$ cat config.mk
export PLATFORM = sky130hd
export DESIGN_NAME = mesi_snoop_cache
export DESIGN_NICKNAME = d
export VERILOG_FILES = /design/src/rtl/mesi_pkg.sv /design/src/rtl/mesi_line_dp.sv /design/src/rtl/mesi_line_ctrl.sv /design/src/rtl/mesi_snoop_cache.sv
export SDC_FILE = /design/constraint.sdc
export NUM_CORES = 1
export LEC_CHECK = 0
export BUFFER_PORTS_ARGS = -buffer_cell sky130_fd_sc_hd__buf_2
export CORE_AREA = 3 3 117 119
export CTS_CLUSTER_DIAMETER = 80
export DETAILED_ROUTE_END_ITERATION = 10
export DIE_AREA = 0 0 120 122
export GPL_TIMING_DRIVEN = 0
export MAX_ROUTING_LAYER = met4
export PLACE_DENSITY = 0.77
export SYNTH_ARGS = -nofsm -noshare
export SYNTH_HDL_FRONTEND = slang
export SYNTH_SLANG_ARGS = --single-unit
export TNS_END_PERCENT = 5
$ cat constraint.sdc
create_clock -name clk -period 9.77 [get_ports clk]
set_input_delay 2.931 -clock clk [delete_from_list [all_inputs] [get_ports clk]]
set_output_delay 2.931 -clock clk [all_outputs]
set_load 0.1 [all_outputs]
$ cat src/rtl/mesi_pkg.sv
package mesi_pkg;

  typedef enum logic [1:0] {
    LS_INV = 2'd0,
    LS_SHR = 2'd1,
    LS_EXC = 2'd2,
    LS_MOD = 2'd3
  } lineState_t;

  typedef enum logic [1:0] {
    BC_READ  = 2'd0,
    BC_READX = 2'd1,
    BC_WBACK = 2'd2
  } busCmd_t;

  // strobes from control to datapath
  typedef struct packed {
    logic       cpuStore;
    logic       fillLine;
    lineState_t fillState;
    logic       victimDrop;
    logic       snpUpdate;
    lineState_t snpNext;
  } dpStrobe_t;

endpackage

$ cat src/rtl/mesi_line_dp.sv
module mesi_line_dp
  import mesi_pkg::*;
#(
  parameter int TAG_W   = 6,
  parameter int INDEX_W = 2,
  parameter int DATA_W  = 16
) (
  input  logic               clk,
  input  logic               rstN,
  input  dpStrobe_t          strobe,
  input  logic [TAG_W-1:0]   cpuTag,
  input  logic [INDEX_W-1:0] cpuIdx,
  input  logic [DATA_W-1:0]  cpuWdata,
  input  logic [TAG_W-1:0]   snpTag,
  input  logic [INDEX_W-1:0] snpIdx,
  input  logic [DATA_W-1:0]  busRdata,
  output logic               cpuHit,
  output lineState_t         idxState,
  output logic [TAG_W-1:0]   idxTag,
  output logic [DATA_W-1:0]  idxData,
  output lineState_t         snpState,
  output logic [DATA_W-1:0]  snpData
);

  localparam int LINES = 1 << INDEX_W;

  lineState_t          stV  [LINES];
  logic [TAG_W-1:0]    tagV [LINES];
  logic [DATA_W-1:0]   datV [LINES];

  for (genvar g = 0; g < LINES; g++) begin : gLine
    lineState_t        stQ;
    logic [TAG_W-1:0]  tagQ;
    logic [DATA_W-1:0] datQ;
    logic              selCpu;
    logic              selSnp;

    assign selCpu = (cpuIdx == INDEX_W'(g));
    assign selSnp = (snpIdx == INDEX_W'(g));

    always_ff @(posedge clk or negedge rstN) begin
      if (!rstN) begin
        stQ  <= LS_INV;
        tagQ <= '0;
        datQ <= '0;
      end else begin
        if (strobe.snpUpdate && selSnp)        stQ <= strobe.snpNext;
        else if (strobe.fillLine && selCpu)    stQ <= strobe.fillState;
        else if (strobe.cpuStore && selCpu)    stQ <= LS_MOD;
        else if (strobe.victimDrop && selCpu)  stQ <= LS_INV;

        if (strobe.fillLine && selCpu) begin
          tagQ <= cpuTag;
          datQ <= busRdata;
        end else if (strobe.cpuStore && selCpu) begin
          datQ <= cpuWdata;
        end
      end
    end

    assign stV[g]  = stQ;
    assign tagV[g] = tagQ;
    assign datV[g] = datQ;
  end

  assign idxState = stV[cpuIdx];
  assign idxTag   = tagV[cpuIdx];
  assign idxData  = datV[cpuIdx];
  assign cpuHit   = (idxState != LS_INV) && (idxTag == cpuTag);

  assign snpState = ((stV[snpIdx] != LS_INV) && (tagV[snpIdx] == snpTag))
                    ? stV[snpIdx] : LS_INV;
  assign snpData  = datV[snpIdx];

endmodule

$ cat src/rtl/mesi_line_ctrl.sv
module mesi_line_ctrl
  import mesi_pkg::*;
(
  input  logic       clk,
  input  logic       rstN,
  input  logic       cpuValid,
  input  logic       cpuWrite,
  input  logic       cpuHit,
  input  lineState_t idxState,
  input  logic       snpValid,
  input  logic       snpCmd,
  input  lineState_t snpState,
  input  logic       busAck,
  input  logic       busShared,
  output logic       cpuReady,
  output logic       busReq,
  output busCmd_t    busCmd,
  output logic       useVictim,
  output logic       snpHit,
  output logic       snpWb,
  output dpStrobe_t  strobe
);

  typedef enum logic [1:0] {CS_IDLE, CS_WBACK, CS_FETCH} ctrlState_t;

  ctrlState_t stateQ, stateD;
  logic       snpMatch;

  always_ff @(posedge clk or negedge rstN) begin
    if (!rstN) stateQ <= CS_IDLE;
    else       stateQ <= stateD;
  end

  always_comb begin
    stateD    = stateQ;
    strobe    = '0;
    cpuReady  = 1'b0;
    busReq    = 1'b0;
    busCmd    = BC_READ;
    useVictim = 1'b0;

    snpMatch  = snpValid && (snpState != LS_INV);
    snpHit    = snpMatch && !snpCmd;
    snpWb     = snpMatch && (snpState == LS_MOD);
    if (snpMatch) begin
      strobe.snpUpdate = 1'b1;
      strobe.snpNext   = snpCmd ? LS_INV : LS_SHR;
    end

    unique case (stateQ)
      CS_IDLE: begin
        if (cpuValid && !snpValid) begin
          if (cpuHit && (!cpuWrite || idxState == LS_EXC || idxState == LS_MOD)) begin
            cpuReady        = 1'b1;
            strobe.cpuStore = cpuWrite;
          end else if (cpuHit || idxState != LS_MOD) begin
            stateD = CS_FETCH;
          end else begin
            stateD = CS_WBACK;
          end
        end
      end
      CS_WBACK: begin
        busReq    = 1'b1;
        busCmd    = BC_WBACK;
        useVictim = 1'b1;
        if (busAck) begin
          strobe.victimDrop = 1'b1;
          stateD            = CS_FETCH;
        end
      end
      CS_FETCH: begin
        busReq = 1'b1;
        busCmd = cpuWrite ? BC_READX : BC_READ;
        if (busAck) begin
          strobe.fillLine  = 1'b1;
          strobe.fillState = cpuWrite ? LS_MOD : (busShared ? LS_SHR : LS_EXC);
          stateD           = CS_IDLE;
        end
      end
      default: stateD = CS_IDLE;
    endcase
  end

endmodule

$ cat src/rtl/mesi_snoop_cache.sv
module mesi_snoop_cache
  import mesi_pkg::*;
#(
  parameter int ADDR_W  = 8,
  parameter int INDEX_W = 2,
  parameter int DATA_W  = 16
) (
  input  logic              clk,
  input  logic              rstN,
  input  logic              cpuValid,
  input  logic              cpuWrite,
  input  logic [ADDR_W-1:0] cpuAddr,
  input  logic [DATA_W-1:0] cpuWdata,
  output logic              cpuReady,
  output logic [DATA_W-1:0] cpuRdata,
  output logic              busReq,
  output logic [1:0]        busCmd,
  output logic [ADDR_W-1:0] busAddr,
  output logic [DATA_W-1:0] busWdata,
  input  logic              busAck,
  input  logic [DATA_W-1:0] busRdata,
  input  logic              busShared,
  input  logic              snpValid,
  input  logic              snpCmd,
  input  logic [ADDR_W-1:0] snpAddr,
  output logic              snpHit,
  output logic              snpWb,
  output logic [DATA_W-1:0] snpWbData
);

  localparam int TAG_W = ADDR_W - INDEX_W;

  dpStrobe_t          strobe;
  logic               cpuHit;
  lineState_t         idxState;
  lineState_t         snpState;
  logic [TAG_W-1:0]   idxTag;
  logic [DATA_W-1:0]  idxData;
  logic               useVictim;
  busCmd_t            cmd;
  logic [INDEX_W-1:0] cpuIdx;

  assign cpuIdx = cpuAddr[INDEX_W-1:0];

  mesi_line_dp #(.TAG_W(TAG_W), .INDEX_W(INDEX_W), .DATA_W(DATA_W)) u_dp (
    .clk      (clk),
    .rstN     (rstN),
    .strobe   (strobe),
    .cpuTag   (cpuAddr[ADDR_W-1:INDEX_W]),
    .cpuIdx   (cpuIdx),
    .cpuWdata (cpuWdata),
    .snpTag   (snpAddr[ADDR_W-1:INDEX_W]),
    .snpIdx   (snpAddr[INDEX_W-1:0]),
    .busRdata (busRdata),
    .cpuHit   (cpuHit),
    .idxState (idxState),
    .idxTag   (idxTag),
    .idxData  (idxData),
    .snpState (snpState),
    .snpData  (snpWbData)
  );

  mesi_line_ctrl u_ctrl (
    .clk       (clk),
    .rstN      (rstN),
    .cpuValid  (cpuValid),
    .cpuWrite  (cpuWrite),
    .cpuHit    (cpuHit),
    .idxState  (idxState),
    .snpValid  (snpValid),
    .snpCmd    (snpCmd),
    .snpState  (snpState),
    .busAck    (busAck),
    .busShared (busShared),
    .cpuReady  (cpuReady),
    .busReq    (busReq),
    .busCmd    (cmd),
    .useVictim (useVictim),
    .snpHit    (snpHit),
    .snpWb     (snpWb),
    .strobe    (strobe)
  );

  assign busCmd   = cmd;
  assign busAddr  = useVictim ? {idxTag, cpuIdx} : cpuAddr;
  assign busWdata = idxData;
  assign cpuRdata = idxData;

endmodule

* Word-level counts from Yosys, hierarchy flattened
Index checks and enable logic that the tools add are counted.
Storage, ports and cells: output and inout bits 62, register bits after elaboration 98, bits of input ports 56, word-level logic and storage cells 148
Cells by class: eq/ne operators 18, bitwise logic cells 2, muxes and demuxes 68, $lt $le $gt $ge 2, reductions and logical operators 45
Operator list (count):
- 16-bit two-way mux | 12
- 16-bit binary-select mux with 2-bit select | 2
- 2-bit two-way mux | 28
- 6-bit binary-select mux with 2-bit select | 2
- 6-bit two-way mux | 4
- 1-bit logical AND | 23
- 2-bit == test (second input constant) | 8
- 4-bit nonzero test | 4
- 2-bit nonzero test | 7
- 6-bit == test | 2
- 1-bit two-way mux | 12
- 3-bit two-way mux | 3
- 2-bit binary-select mux with 2-bit select | 2
- 8-bit two-way mux | 1
- 2-bit != test (second input constant) | 4
- 2-bit by 1-bit == test with 1-bit output (second input constant) | 3
- 3-bit greater-or-equal comparator (second input constant) | 2
- 2-bit zero test | 3
- 2-bit NOT with 3-bit output | 2
- 2-bit one-hot mux with 3 select lines | 1
- 2-bit one-hot mux with 2 select lines | 1
- 4-bit AND reduction | 1
- 1-bit zero test | 3
- 1-bit logical OR | 3
- 2 further kinds | 2

* Logic depth before layout (Yosys ltp)
Gate-level depths: netlist (run 1).
depth in word-level cells 15, mapped depth 9, depth with buffers taken out 8

* Cells and area by module
From an unflattened synthesis (run 1), not the netlist that was laid out.
Second synthesis, totals: cells, all modules 750, area total of the unflattened synthesis 6650.1 µm²
By module, submodules not included:
- mesi_line_dp | times used 1, cells each 689, sequential area each 2402.3 µm², area each 6100.9 µm²
- mesi_line_ctrl | times used 1, cells each 36, sequential area each 50.0 µm², area each 312.8 µm²
- mesi_snoop_cache | times used 1, cells each 25, sequential area each 0.0 µm², area each 236.5 µm²

* Least setup slack after synthesis (run 1)
Ideal clock, no wire load.
path kind input port to output port, start in cpuAddr[0], end out cpuReady, buffers on the path 2, stages 8, arrival 5672 ps, required time 6839 ps, path slack 1167 ps, cell sequence buf_6 buf_6 mux4_2 xor2_1 nor3_4 and2_1 nand2_1 nor2_1
Between the ends: cells in the longest elaborated chain, start to end 11, elaborated cells on any way between the ends 18, those cells by class 3 x eq/ne; 9 x mux; 1 x bitwise; 5 x reduce/logical
RTL lines:
- start, declared | RTL line mesi_snoop_cache.sv:12 | input logic [ADDR_W-1:0] cpuAddr,
- 2-bit NOT with 3-bit output (not written as such) * | RTL line mesi_line_dp.sv:66, mesi_line_dp.sv:67
- 2-bit binary-select mux with 2-bit select | RTL line mesi_line_dp.sv:66 | assign idxState = stV[cpuIdx];
- 2-bit two-way mux (not written as such) (2 in series) | RTL line mesi_line_dp.sv:66
- 2-bit == test | RTL line mesi_line_ctrl.sv:53 | if (cpuHit && (!cpuWrite || idxState == LS_EXC || idxState == LS_MOD)) begin
- 1-bit logical OR (2 in series) | RTL line mesi_line_ctrl.sv:53
- 1-bit logical AND * | RTL line mesi_line_ctrl.sv:53
- 1-bit two-way mux * | RTL line mesi_line_ctrl.sv:53
- 1-bit two-way mux * | RTL line mesi_line_ctrl.sv:52 | if (cpuValid && !snpValid) begin
- 1-bit two-way mux * | RTL line mesi_line_ctrl.sv:50 | unique case (stateQ)
- end, declared | RTL line mesi_snoop_cache.sv:14 | output logic cpuReady,
Every way passes the cells marked *; elsewhere a longest branch is shown, timed or not. The select of a mux whose other input is x is not followed.

* Final worst setup path (run 1)
start in cpuAddr[1], end out cpuRdata[5]
Between the ends: cells in the longest elaborated chain, start to end 4
RTL lines:
- 2-bit NOT with 3-bit output (not written as such) | RTL line mesi_line_dp.sv:68 | assign idxData = datV[cpuIdx];
- 16-bit binary-select mux with 2-bit select | RTL line mesi_line_dp.sv:68
- 16-bit two-way mux (not written as such) (2 in series) | RTL line mesi_line_dp.sv:68
- end, declared | RTL line mesi_snoop_cache.sv:15 | output logic [DATA_W-1:0] cpuRdata,
No other way between the ends. The select of a mux whose other input is x is not followed.

==> results of run 1 <==
worst paths after layout:
check                                                   start                                  to  slack (ns)  cells past startpoint
setup / recovery                                   cpuAddr[1]                         cpuRdata[5]        1.40                      7
hold / removal             u_dp.gLine[2].datQ[15]$_DFFE_PN0P_  u_dp.gLine[2].datQ[15]$_DFFE_PN0P_        0.52                      1
setup reg to reg            u_dp.gLine[2].tagQ[1]$_DFFE_PN0P_   u_dp.gLine[1].datQ[3]$_DFFE_PN0P_        7.11                      7
hold reg to reg            u_dp.gLine[2].datQ[15]$_DFFE_PN0P_  u_dp.gLine[2].datQ[15]$_DFFE_PN0P_        0.52                      1
max in group asynchronous                                rstN   u_dp.gLine[2].tagQ[0]$_DFFE_PN0P_        6.51                      2
min in group asynchronous                                rstN  u_dp.gLine[0].datQ[11]$_DFFE_PN0P_        2.58                      1
logic make-up after synthesis:
family          count (synthesis)  synth area share (%)
fa+ha+maj                       3                0.6622
compound gates                111                 16.97
mux                            82                 25.73
flops                          98                 43.26
xor+xnor                       12                 1.854
simple gates                   58                 5.871
buf+inv                        52                 5.650
cell usage in the layout (no fill, tap or decap), drive strengths merged, types with 8 or more instances in the layout:
| cell type | instances |
|---|---|
| nor2 | 11 |
| xor2 | 9 |
| inv | 8 |
| dfrtp | 98 |
| mux4 | 48 |
| buf | 149 |
| o22a | 55 |
| mux2 | 30 |
| clkbuf | 24 |
| o21ai | 16 |
| a2bb2oi | 20 |
| nand2 | 21 |
synth_stat cells, types with 7 or more instances:
library cell / instances / area (µm²)
a2bb2oi_1: 20 / 175.2
buf_4: 18 / 135.1
xor2_1: 9 / 78.83
buf_6: 7 / 78.83
mux4_2: 48 / 1081
mux2_2: 30 / 337.8
nor2_1: 11 / 41.29
o22a_1: 50 / 437.9
dfrtp_1: 98 / 2452
nand2_1: 19 / 71.32
clkbuf_1: 15 / 56.30
o21ai_0: 16 / 80.08
state kept, by name (all words and copies together) (netlist names):
signal,cells
u_dp.gLine.datQ,64
u_dp.gLine.tagQ,24
u_dp.gLine.stQ,8
u_ctrl.stateQ,2
per-stage QoR:
stage	std cells	hold slack [ns]	instance area [µm²]	utilization, %	setup slack [ns]
after CTS	719	0.5134	6766	53.40	1.415
after detailed placement	703	0.4967	6485	51.18	1.429
after floorplan	416	0.4715	5669	-	1.167
final	719	0.5181	6766	53.40	1.404
after global placement	702	0.4835	6455	50.94	1.483
after global routing	719	0.5366	6766	53.40	1.243
layer usage:
metal  wire [µm]  up-vias  part of all wire, %  GRT usage [%]
met1        6122     2193                   40          27.98
met3         987       33                  6.5          4.968
met5           0        -                    0              -
met2        7686      184                   51          35.41
li1            -     1880                    -              -
met4         350        0                  2.3          7.373
cell type report:
cell class,instances,share of cell area [%]
Sequential cell,98,36.24
Buffer,49,4.567
Clock inverter,7,0.8321
Timing Repair Buffer,115,8.876
Multi-Input combinational cell,266,42.81
Clock buffer,9,3.328
Tap cell,172,3.180
Inverter,3,0.1664
==> results.cfg, run 1 <==
[outcome]
status = completed

[final_layout]
multi_input_area_mm2 = 0.002897
drive_above_1_share_pct = 46.44
diodes = 0
nets = 601
register_area_mm2 = 0.002452
area_growth_pct = 19.36
fillers = 1073

[clocking]
cts_resized = 0
hold_buffers = 0
clockBufferDepth = 2
root_buffer = clkbuf_16
cts_tree = yes
numClockSinks = 98
cts_setup_buffers = 0
clock_latency_ns = 0.35
clk_pin_slew_ns = 0.08
cts_max_level = 3
cts_buffers = 9

[routing]
drt-pass1-iter-count = 5
vias = 4290
wl_um = 15150
drc = 0
postRouteAntennaNets = 0
routedWlPerCell_um = 21.07
drt_iter0_drc = 223
vias_per_cell = 5.967

[sta]
timing.final.crit_period_ns = 8.366
period_share_pct = 85.63
setup_violations = 0
hold_viol_final = 0
slew_headroom_pct = 36.75
clock_skew_ns = 0.01245
finalMaxSlewViolations = 0
worst_pin_slew_ns = 0.9487
fmax_ghz = 0.1195
rsz0062_at_grt = no
tns_ns = 0

[floorplanning]
start_util_pct = 44.74
core-area_mm2 = 0.01267
fp.dieH_um = 122
die_w_um = 120
ioPinCount = 118
die_area_mm2 = 0.01464
rows = 41

[setup_path]
startpoint_type = primary input
critical-path-slowest-cell = buf_1
cpPeakStageDelay_ns = 0.64
path_class = in2out
crit_buf_inv = 6
cp_cell_sequence = buf_2, buf_2, buf_1, buf_1, mux4_2, buf_4, buf_2
critPathMaxFanout = 10
endpoint_kind = primary output
critPathMostFrequentCell = buf_2
cpLargestDelayFamily = buffers and inverters
arrival_ns = 5.44
cp.required_ns = 6.84

[synth]
synth_seq_area_share_pct = 43.26
synth_edf_count = 0
syn-cell-area_mm2 = 0.005669
avgSynthCellArea_um2 = 13.63
synth_flop_cell = dfrtp_1
synth_cells = 416
ys.warnings.count = 0
synth_seq_cells = 98
synthDistinctLibCells = 41
synthArstFlopShare_pct = 100.0
synth_fp_nets = 475

[grt]
overflow = 0
grtUsageTotal_pct = 22.05
grt_pass1_vias = 4540
grt_max_degree = 57
grt_antenna_before_repair = 0
grt_pass1_wl_um = 24270

[hold_path]
hold_path.class = reg2reg

[run]
drv_cap = 0

[place]
place.gp.congestion = 0.8431
io_buffer_count = 114
hpwlAfterDp_um = 10870
Power of run 1 is left out: the tool's default activity adds up to more than one toggle a clock period on the data nets, which glitch-free logic cannot reach.
==> run 2, diff against run 1 <==
--- a/config.mk
+++ b/config.mk
@@ -12,7 +12,7 @@
 export DIE_AREA = 0 0 120 122
 export GPL_TIMING_DRIVEN = 0
 export MAX_ROUTING_LAYER = met4
-export PLACE_DENSITY = 0.77
+export PLACE_DENSITY = 0.66
 export SYNTH_ARGS = -nofsm -noshare
 export SYNTH_HDL_FRONTEND = slang
 export SYNTH_SLANG_ARGS = --single-unit
==> results.cfg, run 2 (synthesized netlist as in run 1, its figures left out) <==
[outcome]
status = completed

[final_layout]
register_area_mm2 = 0.002452
drive_above_1_share_pct = 46.44
area_growth_pct = 19.86
final_common_cell = buf_2
diodes = 0
largest_reg_flops = 64
regMostFlops = u_dp.gLine.datQ
nets = 601
layout_common_cells = buf_2 (117), dfrtp_1 (98), o22a_1 (50)
reg_top3 = u_dp.gLine.datQ (64), u_dp.gLine.tagQ (24), u_dp.gLine.stQ (8)
multi_input_area_mm2 = 0.002897
fillers = 1115

[sta]
rsz0062_at_grt = no
finalMaxSlewViolations = 0
slew_headroom_pct = 36.50
hold_viol_final = 0
period_share_pct = 85.54
timing.final.crit_period_ns = 8.357
clock_skew_ns = 0.008646
setup_violations = 0
fmax_ghz = 0.1197
worst_pin_slew_ns = 0.9526
tns_ns = 0

[place]
hpwlAfterDp_um = 10890
place.gp.congestion = 0.8906
io_buffer_count = 114

[setup_path]
r2r_slack_ns = 7.11
r2r_end = u_dp.gLine[1].datQ[14]$_DFFE_PN0P_
startpoint_type = primary input
critPathMaxFanout = 10
r2r_cells = 7
path_class = in2out
cp.required_ns = 6.84
arrival_ns = 5.43
rr_startpoint = u_dp.gLine[3].tagQ[1]$_DFFE_PN0P_
endpoint_kind = primary output

[floorplanning]
start_util_pct = 44.74
die_area_mm2 = 0.01464
rows = 41
die_w_um = 120
core-area_mm2 = 0.01267
ioPinCount = 118
fp.dieH_um = 122

[hold_path]
hold_start = u_dp.gLine[0].datQ[4]$_DFFE_PN0P_
worstHoldPathCells = 1
hold_end = u_dp.gLine[0].datQ[4]$_DFFE_PN0P_
hold_path.class = reg2reg

[grt]
overflow = 0
grt_pass1_vias = 4362
grt_pass1_wl_um = 24160
grtUsageTotal_pct = 22.33
grt_antenna_before_repair = 0
grt_max_degree = 60

[clocking]
cts_resized = 0
cts_tree = yes
cts_max_level = 3
clk_pin_slew_ns = 0.07
root_buffer = clkbuf_16
clock_latency_ns = 0.35
clockBufferDepth = 2
numClockSinks = 98
hold_buffers = 0
cts_setup_buffers = 0
cts_buffers = 9

[routing]
drt-pass1-iter-count = 4
drt_iter0_drc = 252
postRouteAntennaNets = 0
routedWlPerCell_um = 21.38
vias_per_cell = 5.882
drc = 0
vias = 4229
wl_um = 15370

[run]
drv_cap = 0
## run 2: cell count changes in the layout (fill, tap and decap cells not counted)
| cell | before | now |
|---|---|---|
| inv_6 | 4 | 1 |
| clkinv_2 | 2 | 0 |
| clkinvlp_4 | 0 | 2 |
| bufinv_16 | 0 | 1 |
| clkinv_4 | 0 | 1 |
| inv_8 | 1 | 2 |
## run 2: how the worst max path moves through the flow
stage	from	to	slack, ns	depth (start not counted)
2_1_floorplan	cpuAddr[0]	cpuReady	1.17	8
3_3_place_gp	cpuAddr[0]	cpuRdata[14]	1.41	7
3_5_place_dp	cpuAddr[1]	cpuRdata[14]	1.41	7
4_1_cts	cpuAddr[1]	cpuRdata[14]	1.41	7
5_1_grt	cpuAddr[0]	cpuRdata[13]	1.27	7
6_report	cpuAddr[1]	cpuRdata[5]	1.41	7
## run 2: critical path: stages
cell	delay, ns
buf_2	0.16
buf_2	0.28
buf_1	0.53
buf_1	0.62
mux4_2	0.37
buf_4	0.11
buf_2	0.41
## run 2: metrics by stage
step | utilization, % | hold WS [ns] | cell area (µm²) | setup slack (ns) | cells
2_1_floorplan | - | 0.4715 | 5669 | 1.167 | 416
3_3_place_gp | 50.94 | 0.4839 | 6455 | 1.409 | 702
3_5_place_dp | 51.18 | 0.5010 | 6485 | 1.407 | 703
4_1_cts | 53.63 | 0.5180 | 6795 | 1.406 | 719
5_1_grt | 53.63 | 0.5328 | 6795 | 1.270 | 719
6_report | 53.63 | 0.5136 | 6795 | 1.413 | 719
## run 2: metal layers
| layer | GRT usage, % | vias to the layer above | wire length [µm] |
|---|---|---|---|
| met4 | 6.514 | 0 | 255 |
| met3 | 4.085 | 20 | 828 |
| met5 | - | - | 0 |
| met1 | 29.95 | 2189 | 6819 |
| met2 | 35.19 | 139 | 7466 |
| li1 | - | 1881 | - |
## run 2: area by class of cell
type                    instances  share of cell area (%)
plain buffers                  49                   4.548
clock buffers                   9                   3.314
clock inverters                 7                   1.252
inverters                       3                  0.1657
multi-input cells             266                   42.63
flip-flops and latches         98                   36.09
well taps                     172                   3.167
repair buffers                115                   8.838
Power of run 2 is left out for the same reason.
